==> src/rtl/adpcm_dec_pkg.sv <==
package adpcm_dec_pkg;

    localparam int CODE_W  = 4;
    localparam int LIN_W   = 16;
    localparam int PCM_W   = 8;
    localparam int IDX_W   = 7;
    localparam int STEP_W  = 16;

    localparam logic [PCM_W-1:0] MULAW_ZERO = 8'hFF;

    typedef logic signed [LIN_W-1:0] lin_t;

    typedef struct packed {
        lin_t             pred;
        logic [IDX_W-1:0] idx;
        logic [PCM_W-1:0] pcm;
        logic             vld;
    } dec_state_t;

endpackage

==> src/rtl/adpcm_step_gen.sv <==
module adpcm_step_gen #(
    parameter int IDX_W     = 7,
    parameter int STEP_W    = 16,
    parameter int FRAC_W    = 3,
    parameter int MANT_BASE = 8
) (
    input  logic [IDX_W-1:0]  idx_i,
    output logic [STEP_W-1:0] step_o
);
    localparam int OCT_W = IDX_W - FRAC_W;

    logic [STEP_W-1:0] mant;
    logic [OCT_W-1:0]  octave;

    always_comb begin
        mant   = STEP_W'(MANT_BASE) + STEP_W'(idx_i[FRAC_W-1:0]);
        octave = idx_i[IDX_W-1:FRAC_W];
        step_o = mant << octave;
    end
endmodule

==> src/rtl/adpcm_invq.sv <==
module adpcm_invq #(
    parameter int CODE_W = 4,
    parameter int LIN_W  = 16,
    parameter int IDX_W  = 7,
    parameter int STEP_W = 16,
    parameter int NSTEPS = 80
) (
    input  logic [CODE_W-1:0]       code_i,
    input  logic [STEP_W-1:0]       step_i,
    input  logic signed [LIN_W-1:0] pred_i,
    input  logic [IDX_W-1:0]        idx_i,
    output logic signed [LIN_W-1:0] pred_o,
    output logic [IDX_W-1:0]        idx_o
);
    localparam int ACC_W = STEP_W + 2;
    localparam int SUM_W = ((LIN_W > ACC_W) ? LIN_W : ACC_W) + 2;
    localparam int IXS_W = IDX_W + 2;
    localparam logic signed [SUM_W-1:0] LIN_MAX = SUM_W'((64'sd1 <<< (LIN_W - 1)) - 64'sd1);
    localparam logic signed [SUM_W-1:0] LIN_MIN = -LIN_MAX - SUM_W'(1);
    localparam logic signed [IXS_W-1:0] IDX_TOP = IXS_W'(NSTEPS - 1);

    logic [ACC_W-1:0]              diff;
    logic signed [SUM_W-1:0]       pred_ext;
    logic signed [SUM_W-1:0]       diff_ext;
    logic signed [SUM_W-1:0]       sum;
    logic signed [IXS_W-1:0]       adj;
    logic signed [IXS_W-1:0]       idx_sum;

    // difference from step and magnitude bits
    always_comb begin
        diff = ACC_W'(step_i >> 3);
        if (code_i[2]) diff = diff + ACC_W'(step_i);
        if (code_i[1]) diff = diff + ACC_W'(step_i >> 1);
        if (code_i[0]) diff = diff + ACC_W'(step_i >> 2);
    end

    // prediction update with saturation
    always_comb begin
        pred_ext = SUM_W'(pred_i);
        diff_ext = signed'({{(SUM_W - ACC_W){1'b0}}, diff});
        sum      = code_i[CODE_W-1] ? (pred_ext - diff_ext) : (pred_ext + diff_ext);
        if (sum > LIN_MAX)      pred_o = LIN_MAX[LIN_W-1:0];
        else if (sum < LIN_MIN) pred_o = LIN_MIN[LIN_W-1:0];
        else                    pred_o = sum[LIN_W-1:0];
    end

    // step index adaptation with clamp
    always_comb begin
        unique case (code_i[2:0])
            3'd4:    adj = IXS_W'(2);
            3'd5:    adj = IXS_W'(4);
            3'd6:    adj = IXS_W'(6);
            3'd7:    adj = IXS_W'(8);
            default: adj = -IXS_W'(1);
        endcase
        idx_sum = signed'({2'b00, idx_i}) + adj;
        if (idx_sum < 0)            idx_o = '0;
        else if (idx_sum > IDX_TOP) idx_o = IDX_TOP[IDX_W-1:0];
        else                        idx_o = idx_sum[IDX_W-1:0];
    end
endmodule

==> src/rtl/adpcm_mulaw_cmp.sv <==
module adpcm_mulaw_cmp #(
    parameter int LIN_W  = 16,
    parameter int PCM_W  = 8,
    parameter int EXP_W  = 3,
    parameter int MANT_W = 4,
    parameter int BIAS   = 132,
    parameter int CLIP   = 32635
) (
    input  logic signed [LIN_W-1:0] lin_i,
    output logic [PCM_W-1:0]        byte_o
);
    localparam int NSEG  = 1 << EXP_W;
    localparam int LOW   = MANT_W + EXP_W;   // lowest bit of the segment search
    localparam int ABS_W = LIN_W + 1;
    localparam int SH_W  = EXP_W + 2;

    logic                    neg;
    logic signed [ABS_W-1:0] wide;
    logic [ABS_W-1:0]        absval;
    logic [LIN_W-1:0]        mag;
    logic [EXP_W-1:0]        seg;
    logic [SH_W-1:0]         sh;
    logic [LIN_W-1:0]        shifted;

    always_comb begin
        neg    = lin_i[LIN_W-1];
        wide   = ABS_W'(lin_i);
        absval = neg ? unsigned'(-wide) : unsigned'(wide);
        if (absval > ABS_W'(CLIP)) absval = ABS_W'(CLIP);
        mag = LIN_W'(absval) + LIN_W'(BIAS);
        seg = '0;
        for (int i = 0; i < NSEG; i++) begin
            if (mag[i + LOW]) seg = EXP_W'(i);
        end
        sh      = SH_W'(seg) + SH_W'(EXP_W);
        shifted = mag >> sh;
        byte_o  = ~{neg, seg, shifted[MANT_W-1:0]};
    end
endmodule

==> src/rtl/adpcm_decoder.sv <==
module adpcm_decoder
    import adpcm_dec_pkg::*;
#(
    parameter int NSTEPS    = 80,
    parameter int MANT_BASE = 8,
    parameter int BIAS      = 132,
    parameter int CLIP      = 32635
) (
    input  logic              clk,
    input  logic              rst,
    input  logic              dec_en,
    input  logic              smp_stb,
    input  logic [CODE_W-1:0] code_i,
    output logic [PCM_W-1:0]  pcm_o,
    output logic              pcm_vld_o
);
    dec_state_t       st_q, st_d;
    logic [STEP_W-1:0] step;
    lin_t             pred_nx;
    logic [IDX_W-1:0] idx_nx;
    logic [PCM_W-1:0] byte_nx;
    logic             fire;

    adpcm_step_gen #(
        .IDX_W(IDX_W), .STEP_W(STEP_W), .FRAC_W(3), .MANT_BASE(MANT_BASE)
    ) u_step (
        .idx_i(st_q.idx), .step_o(step)
    );

    adpcm_invq #(
        .CODE_W(CODE_W), .LIN_W(LIN_W), .IDX_W(IDX_W), .STEP_W(STEP_W), .NSTEPS(NSTEPS)
    ) u_invq (
        .code_i(code_i), .step_i(step), .pred_i(st_q.pred), .idx_i(st_q.idx),
        .pred_o(pred_nx), .idx_o(idx_nx)
    );

    adpcm_mulaw_cmp #(
        .LIN_W(LIN_W), .PCM_W(PCM_W), .EXP_W(3), .MANT_W(4), .BIAS(BIAS), .CLIP(CLIP)
    ) u_cmp (
        .lin_i(pred_nx), .byte_o(byte_nx)
    );

    assign fire = dec_en && smp_stb;

    always_comb begin
        st_d     = st_q;
        st_d.vld = 1'b0;
        if (fire) begin
            st_d.pred = pred_nx;
            st_d.idx  = idx_nx;
            st_d.pcm  = byte_nx;
            st_d.vld  = 1'b1;
        end
    end

    always_ff @(posedge clk) begin
        if (rst) begin
            st_q.pred <= '0;
            st_q.idx  <= '0;
            st_q.pcm  <= MULAW_ZERO;
            st_q.vld  <= 1'b0;
        end else begin
            st_q <= st_d;
        end
    end

    assign pcm_o     = st_q.pcm;
    assign pcm_vld_o = st_q.vld;
endmodule

==> config.mk <==
export PLATFORM = sky130hd
export DESIGN_NAME = adpcm_decoder
export DESIGN_NICKNAME = d
export VERILOG_FILES = /design/src/rtl/adpcm_dec_pkg.sv /design/src/rtl/adpcm_step_gen.sv /design/src/rtl/adpcm_invq.sv /design/src/rtl/adpcm_mulaw_cmp.sv /design/src/rtl/adpcm_decoder.sv
export SDC_FILE = /design/constraint.sdc
export NUM_CORES = 1
export LEC_CHECK = 0
export BUFFER_PORTS_ARGS = -buffer_cell sky130_fd_sc_hd__buf_2
export CORE_MARGIN = 1.5
export CORE_UTILIZATION = 60
export DETAILED_ROUTE_END_ITERATION = 6
export HOLD_SLACK_MARGIN = 0.12
export PLACE_DENSITY = 0.86
export SLEW_MARGIN = 10
export SYNTH_ARGS = -nofsm -noshare
export SYNTH_HDL_FRONTEND = slang
export SYNTH_SLANG_ARGS = --single-unit
==> constraint.sdc <==
create_clock -name clk -period 14.14 [get_ports clk]
set_clock_uncertainty 0.2 [all_clocks]
set_input_delay 2.828 -clock clk [delete_from_list [all_inputs] [get_ports clk]]
set_output_delay 2.828 -clock clk [all_outputs]
set_load 0.005 [all_outputs]
==> flow_summary_export.csv <==
group,metric,value,unit
status,status,"finished, violations left",
status,violations,"DRC",
worst_setup_path,cp-end-kind,"flop",
global_route,grt_pass1_wl,47500,um
yosys,synth_ff_type,"dfxtp_1",
sta,tightest_slew,907,ps
yosys,synthTopCellsByArea,"ha_1 9.6%, dfxtp_1 7.1%, nor2_1 6.1%",
final_layout,fin_util,71.8,%
sta,finalSetupViolCount,0,
sta,fin_setup_tns,0,ps
power,power_density,95.3,nW/um^2
die,start_util,62.0,%
die,coreArea,14600,um^2
worst_setup_path,critPathMaxFanout,13,
worst_setup_path,critPathMaxStageDelay,450,ps
hold_path,min_path_type,"reg -> reg",
worst_setup_path,crit_family,"compound AO/OA/AOI/OAI gates",
die,dieArea,15900,um^2
worst_setup_path,path_buf_inv,7,
sta,fmax,0.0719,GHz
place,preCtsSetupSlack,-181,ps
place,gp_congestion,1.10,
worst_setup_path,worst_setup_path_start_kind,"primary input",
final_layout,layout-drive-gt1-share,21.3,%
final_layout,diodes,0,
global_route,overflow,0,
yosys,synth_edf_count,0,
clock_network,clk_pin_slew_worst_paths,50,ps
worst_setup_path,reg2reg_from,"st_q[14]",
place,placed_cell_area,9590,um^2
power,p_leak,4.42,nW
global_route,grt-busiest-layer,"met2",
sta,finalCritPeriodShare,98.3,%
worst_setup_path,r2r-end,"pcm_o[1]",
yosys,synth_top_family_by_area,"compound AO/OA/AOI/OAI gates",
yosys,syn-mean-instance-area,6.92,um^2
routing,routed_wl,31200,um
yosys,syn_nets,1394,
final_layout,syn2layout_area_growth,15.8,%
yosys,synthSimpleGateAreaFrac,29.4,%
global_route,grtUsageMet1,48.6,%
clock_network,cts_tree,"built",
die,row_count,44,
sta,worst_slack,234,ps
yosys,synthMuxAreaShare,4.67,%
worst_setup_path,cp.arrival,13870,ps
yosys,synthXorXnorAreaFrac,6.46,%
sta,hold-worst-slack,254,ps
final_layout,nFillCells,1132,
clock_network,htreeDepth,2,
routing,drt-pass1-iter-count,7,
clock_network,clock_latency,280,ps
yosys,synth_seq_cells,32,
routing,vias,11010,
final_layout,design_area,10500,um^2
power,max-vdd-ir-drop,63.4,uV
die,fp.dieW,126,um
final_layout,finalNetCount,1448,
place,numPortBuffers,16,
die,die_h,126,um
sta,finalHoldViolCount,0,
yosys,synth_area,9090,um^2
clock_network,cts_root_buffer,"clkbuf_16",
yosys,synth.yosys.seq_area_share,7.05,%
sta,slew_headroom,38.8,%
sta,layout_min_cycle_time,13910,ps
hold_path,min_delay_path_depth,1,
clock_network,cts.path.max_buffers,2,
worst_setup_path,rrSetupSlack,300,ps
routing,drtIter0Drc,1647,
yosys,synthAdderAreaFrac,10.4,%
yosys,synth_top_area_share,9.64,%
global_route,antenna_found_initial,0,
global_route,grt_usage,35.8,%
hold_path,min_to,"pcm_o[4]",
worst_setup_path,critPathKind,"in -> reg",
place,hpwlAfterDp,22500,um
run,max-cap-violations,0,
global_route,grt_pass1_vias,9586,
yosys,netlist_instances,1313,
yosys,post-synth-top-area-cell,"ha_1",
routing,drtAntennaViolNets,0,
global_route,grt_use_met3,8.11,%
die,io_pins,17,
routing,drc,3,
clock_network,clock_sinks,32,
yosys,ys_warn_count,0,
global_route,grt_max_degree,41,
sta,slew_violations,0,
yosys,synth_compound_area_share,35.5,%
yosys,async_reset_ff_share,0,%
hold_path,min_from,"pcm_o[4]",
worst_setup_path,path_common_cell,"nor2_1",
worst_setup_path,worst_ep_required_time,14100,ps
global_route,use_met2,57.4,%
worst_setup_path,reg2reg_depth,66,
yosys,synth_cell_types,113,
routing,vias_per_cell,7.09,
worst_setup_path,slowest_stage,"or3_4",
clock_network,cts_buffers,5,
routing,wire_per_inst,20.1,um
[per-stage QoR]
step                power [mW]  std cells
global placement         0.770       1505
floorplan                0.632       1313
finish                    1.00       1552
CTS                      0.916       1515
detailed placement       0.782       1505
global route              1.07       1552
[area by class of cell]
| class | instances | area [um^2] | share of cell area, % |
|---|---|---|---|
| Inverter | 62 | 235 | 2.24 |
| Sequential cell | 32 | 646 | 6.14 |
| Multi-Input combinational cell | 1150 | 8390 | 79.7 |
| Tap cell | 184 | 230 | 2.19 |
| Clock inverter | 2 | 35.0 | 0.333 |
| Clock buffer | 6 | 129 | 1.22 |
| Timing Repair Buffer | 116 | 861 | 8.18 |
[layout by cell type (no fill, tap or decap), types with 29 or more instances in the layout]
cell type / n
nand3_1: 43
xnor2_1: 39
a21o_1: 29
a21oi_1: 92
nor2_1: 136
inv_1: 57
dfxtp_1: 30
nand2_1: 128
nor3_1: 36
o21ai_0: 61
ha_1: 59
buf_4: 95
[layer usage]
metal | wire length [um] | vias to the layer above | part of all wire, %
li1 | - | 5043 | -
met1 | 12800 | 5037 | 41
met2 | 13700 | 784 | 44
met3 | 3560 | 146 | 11
met4 | 1080 | 0 | 3.4
met5 | 0 | - | 0
[worst reg2reg max path: cells and delay by family (launching register included)]
kind	cells	cell delay [ps]
simple gates	22	3790
compound gates	29	6190
fa+ha+maj	6	1680
mux	1	330
buf+inv	5	650
flops	1	380
xor+xnor	3	560
[registers in the layout, indices dropped and copies added, names as in the netlist]
signal and cells:
pcm_o 8, pcm_vld_o 1, st_q 23
[cells in the mapped netlist, types with 17 or more instances]
cell	count
a21o_1	29
xnor2_1	41
mux2i_1	32
nand2_1	129
nor3_1	39
dfxtp_1	32
or3_1	17
nor2_1	147
a211oi_1	19
a21oi_1	109
nand3_1	45
a31oi_1	18
clkbuf_1	31
buf_4	17
o21ai_0	72
inv_1	59
xor2_1	26
nand2b_1	21
and3_1	18
o211ai_1	20
ha_1	70
[power breakdown]
part | total, mW | internal [mW] | switching, mW
clock network | 0.122 | 0.0828 | 0.0393
registers | 0.107 | 0.0993 | 0.00788
logic | 0.773 | 0.301 | 0.472
total | 1.00 | 0.483 | 0.520
[kinds of logic after synthesis]
kind of cell,after synthesis
AOI/OAI and AO/OA,438
xor gates and xnor gates,67
adders and majority gates,74
buffers and inverters,131
DFF,32
muxes,41
and+or+nand+nor,530
[worst max-delay path by stage]
stage               startpoint       end  slack (ps)  depth (start not counted)
finish               code_i[2]  pcm_o[1]         230                         58
global route         code_i[2]  pcm_o[1]        -310                         57
CTS                   st_q[13]  pcm_o[1]           6                         67
detailed placement   code_i[2]  pcm_o[3]        -180                         56
global placement     code_i[2]  pcm_o[1]         190                         56
floorplan            code_i[2]  pcm_o[1]          10                         63
[what timing repair did]
item | in CTS | in global routing
gates resized for setup | 7 | 112
pin swaps | 3 | 44
setup buffers | 2 | 37
hold buffers | 0 | 0
endpoints found under the setup margin | 4 | 7
No activity file was read; power rests on OpenSTA's default activity.
